==> config.mk <==
export PLATFORM = sky130hd
export DESIGN_NAME = cyc_mod_adder
export DESIGN_NICKNAME = d
export VERILOG_FILES = /design/src/rtl/cmadd_pkg.sv /design/src/rtl/cmadd_pre.sv /design/src/rtl/cmadd_tree.sv /design/src/rtl/cmadd_sum.sv /design/src/rtl/cyc_mod_adder.sv
export SDC_FILE = /design/constraint.sdc
export NUM_CORES = 1
export LEC_CHECK = 0
export BUFFER_PORTS_ARGS = -buffer_cell sky130_fd_sc_hd__buf_2
export CORE_UTILIZATION = 45
export DETAILED_ROUTE_END_ITERATION = 8
export PLACE_DENSITY = 0.7
export SLEW_MARGIN = 20
export SYNTH_ARGS = -nofsm -noshare
export SYNTH_HDL_FRONTEND = slang
export SYNTH_SLANG_ARGS = --single-unit
==> constraint.sdc <==
create_clock -name vclk -period 2
set_input_delay 0.4 -clock vclk [all_inputs]
set_output_delay 0.4 -clock vclk [all_outputs]
set_load 0.005 [all_outputs]
==> src/rtl/cmadd_pkg.sv <==
package cmadd_pkg;

  typedef struct packed {
    logic gen;
    logic prop;
  } gpPair_t;

  // Merge a more significant group term with the one just below it.
  function automatic gpPair_t gpCombine(gpPair_t upper, gpPair_t lower);
    gpPair_t res;
    res.gen  = upper.gen | (upper.prop & lower.gen);
    res.prop = upper.prop & lower.prop;
    return res;
  endfunction

endpackage

==> src/rtl/cmadd_pre.sv <==
module cmadd_pre
  import cmadd_pkg::*;
#(
  parameter int WIDTH = 8
) (
  input  logic [WIDTH-1:0]    opA,
  input  logic [WIDTH-1:0]    opB,
  output gpPair_t [WIDTH-1:0] pairs,
  output logic [WIDTH-1:0]    halfSum
);

  for (genvar i = 0; i < WIDTH; i++) begin : col
    assign pairs[i].gen  = opA[i] & opB[i];
    assign pairs[i].prop = opA[i] | opB[i];
    assign halfSum[i]    = opA[i] ^ opB[i];
  end

endmodule

==> src/rtl/cmadd_tree.sv <==
module cmadd_tree
  import cmadd_pkg::*;
#(
  parameter int WIDTH = 8
) (
  input  gpPair_t [WIDTH-1:0] pairs,
  output logic [WIDTH-1:0]    carry
);

  localparam int LEVELS = $clog2(WIDTH);

  // Levels 0 .. LEVELS-1 hold full group terms; the last level only needs generate.
  for (genvar l = 0; l < LEVELS; l++) begin : lvl
    gpPair_t [WIDTH-1:0] term;
    if (l == 0) begin : seed
      assign term = pairs;
    end else begin : merge
      localparam int DIST = 1 << (l - 1);
      for (genvar i = 0; i < WIDTH; i++) begin : col
        localparam int SRC = (i - DIST + WIDTH) % WIDTH;
        assign term[i] = gpCombine(lvl[l-1].term[i], lvl[l-1].term[SRC]);
      end
    end
  end

  localparam int LAST_DIST = 1 << (LEVELS - 1);

  for (genvar i = 0; i < WIDTH; i++) begin : fin
    localparam int SRC = (i - LAST_DIST + WIDTH) % WIDTH;
    assign carry[i] = lvl[LEVELS-1].term[i].gen
                    | (lvl[LEVELS-1].term[i].prop & lvl[LEVELS-1].term[SRC].gen);
  end

endmodule

==> src/rtl/cmadd_sum.sv <==
module cmadd_sum #(
  parameter int WIDTH = 8
) (
  input  logic [WIDTH-1:0] halfSum,
  input  logic [WIDTH-1:0] carry,
  output logic [WIDTH-1:0] sum
);

  for (genvar i = 0; i < WIDTH; i++) begin : col
    localparam int BELOW = (i + WIDTH - 1) % WIDTH;
    assign sum[i] = halfSum[i] ^ carry[BELOW];
  end

endmodule

==> src/rtl/cyc_mod_adder.sv <==
module cyc_mod_adder
  import cmadd_pkg::*;
#(
  parameter int WIDTH = 8
) (
  input  logic [WIDTH-1:0] a,
  input  logic [WIDTH-1:0] b,
  output logic [WIDTH-1:0] s
);

  gpPair_t [WIDTH-1:0] pairs;
  logic [WIDTH-1:0]    halfSum;
  logic [WIDTH-1:0]    carry;

  cmadd_pre #(.WIDTH(WIDTH)) preStage (
    .opA     (a),
    .opB     (b),
    .pairs   (pairs),
    .halfSum (halfSum)
  );

  cmadd_tree #(.WIDTH(WIDTH)) carryNet (
    .pairs (pairs),
    .carry (carry)
  );

  cmadd_sum #(.WIDTH(WIDTH)) sumStage (
    .halfSum (halfSum),
    .carry   (carry),
    .sum     (s)
  );

endmodule

==> flow_metrics.py <==
metrics = {
    "placement": {
        "dp_hpwl_um": 2070,
        "numPortBuffers": 24,
        "place.gp.congestion": 0.848,
    },
    "worst_hold_path": {
        "worstHoldStart": "b[1]",
        "whs_path_depth": 6,
        "hp-class": "in2out",
        "whs_endpoint": "s[1]",
    },
    "final_layout": {
        "clockBufferCount": 0,
        "seq_area_um2": 0,
        "nFillCells": 85,
        "drive_above_1_share": 0.605,
        "final_nets": 211,
        "fin_util": 0.904,
        "diodes": 0,
        "layout.cells.most_common": "buf_2",
        "nFlopsAndLatches": 0,
        "layout_common_cells": "buf_2, buf_4, inv_1",
        "syn_to_final_growth_pct": 84.2,
        "multiInputGateArea_um2": 1200,
    },
    "floorplanning": {
        "rows": 15,
        "die_x_um": 45.9,
        "die_h_um": 45.9,
        "start_util": 0.491,
        "core-area_um2": 1760,
        "dieArea_um2": 2100,
        "pin_count": 24,
    },
    "power": {
        "power_leakage_nw": 0.650,
        "p_per_area_nw_per_um2": 299,
        "ir_worst_vdd_mv": 0.216,
        "power_mw": 0.477,
    },
    "grt": {
        "gr-total-overflow": 0,
        "grt_antenna_before_repair": 0,
        "grt_usage": 0.282,
        "grt_pass1_wl_um": 4440,
        "grt_pass1_vias": 1056,
        "grt_max_degree": 8,
    },
    "worst_setup_path": {
        "cp-start-kind": "input pin",
        "cp-end-kind": "primary output",
        "cp_max_fo": 4,
        "cp_data_required_time_ns": 1.60,
        "cp.arrival_ns": 1.82,
        "critPathKind": "in2out",
    },
    "sta": {
        "slew_headroom": 0.792,
        "layout_min_cycle_time_ns": 2.22,
        "tightest_slew_ns": 0.309,
        "drv_slew": 0,
        "max_clock_freq_ghz": 0.450,
        "fin_ws_ns": -0.222,
        "grt_setup_unrepaired": "yes",
        "hold_viol": 0,
        "setup_violations": 7,
        "fin_crit_sh": 1.11,
    },
    "routing": {
        "initialDrtViolationCount": 96,
        "drt_wl_total_um": 4290,
        "vias": 1353,
        "wl_per_cell_um": 21.2,
        "drt_pass1_iterations": 5,
        "via_per_inst": 6.70,
        "postRouteAntennaNets": 0,
        "drcViolationCount": 0,
    },
    "synthesis": {
        "syn_nets": 168,
        "syn_avg_cell_area_um2": 6.37,
        "synthCells": 136,
        "seq_area_frac_synth": 0,
        "synth_cell_type_count": 16,
        "synth_area_um2": 866,
        "yosysWarningCount": 0,
    },
    "status": {
        "outcome": "finished with violations",
        "violations": "negative setup slack",
    },
    "job": {
        "cap_violations": 0,
    },
}
==> kinds of logic (layout without fill, tap and decap cells) <==
group	count (synthesis)	count (layout)	share of synthesized area
AO/OA/AOI/OAI	48	48	0.347
adder cells (fa/ha/maj)	16	16	0.231
buffers and inverters	16	57	0.0694
AND/OR/NAND/NOR	56	56	0.353
==> final cells by class <==
cell class	count	share of cell area
inverters	16	0.0408
repair buffers	41	0.184
well taps	25	0.0196
multi-input cells	120	0.755
==> routing by layer <==
layer	part of all wire	wire, um	track usage
met5	0	0	0
met1	0.35	1500	0.337
met4	0.079	337	0.0647
met3	0.10	434	0.0159
met2	0.47	2020	0.535
==> worst max-delay path by stage <==
stage,start,to,cells after the start
final,b[3],s[7],8
after global routing,a[5],s[7],7
after CTS,a[7],s[1],8
after detailed placement,a[6],s[1],7
after global placement,a[6],s[1],7
after floorplan,a[6],s[0],5
==> where the power goes <==
group          internal (mW)  switching (mW)
logic                  0.230           0.247
clock network              0               0
registers                  0               0
==> critical path: stages <==
cell      delay, ns
buf_2          0.11
buf_4          0.12
ha_2           0.17
nor2b_4        0.14
o21ai_1        0.21
a21boi_0       0.17
a211oi_1       0.31
buf_2          0.18
==> per-stage QoR <==
stage	area (um2)	hold WS, ns	setup slack [ns]	setup TNS, ns	std cells
floorplan	866	1.17	0.245	0	136
global placement	1080	1.43	-0.135	-0.552	194
detailed placement	1080	1.44	-0.164	-0.890	194
CTS	1270	1.44	-0.0301	-0.0318	194
global route	1600	1.48	-0.293	-0.926	202
finish	1600	1.46	-0.222	-0.574	202
==> repair_timing <==
action / 4_1_cts / 5_1_grt
endpoints found under the setup margin: 8 / 8
pin swaps: 7 / 20
hold buffers: 0 / 0
setup buffers: 0 / 8
resized for setup: 36 / 63
==> cell usage after synthesis <==
cell       n  area [um2]
nor4_1     8        50.1
inv_1     16        60.1
a21boi_0   8        60.1
nor2_1    16        60.1
a211oi_1   8        60.1
nor3_2     1        10.0
a21oi_1    8        40.0
ha_1      16         200
o21a_1     8        60.1
or2_1      7        43.8
nand2_1    8        30.0
o21ai_1   12        60.1
nor3_1     7        35.0
nor2b_2    8        70.1
o21ai_0    4        20.0
or2_2      1        6.26
Power figures use the tool's default switching activity.
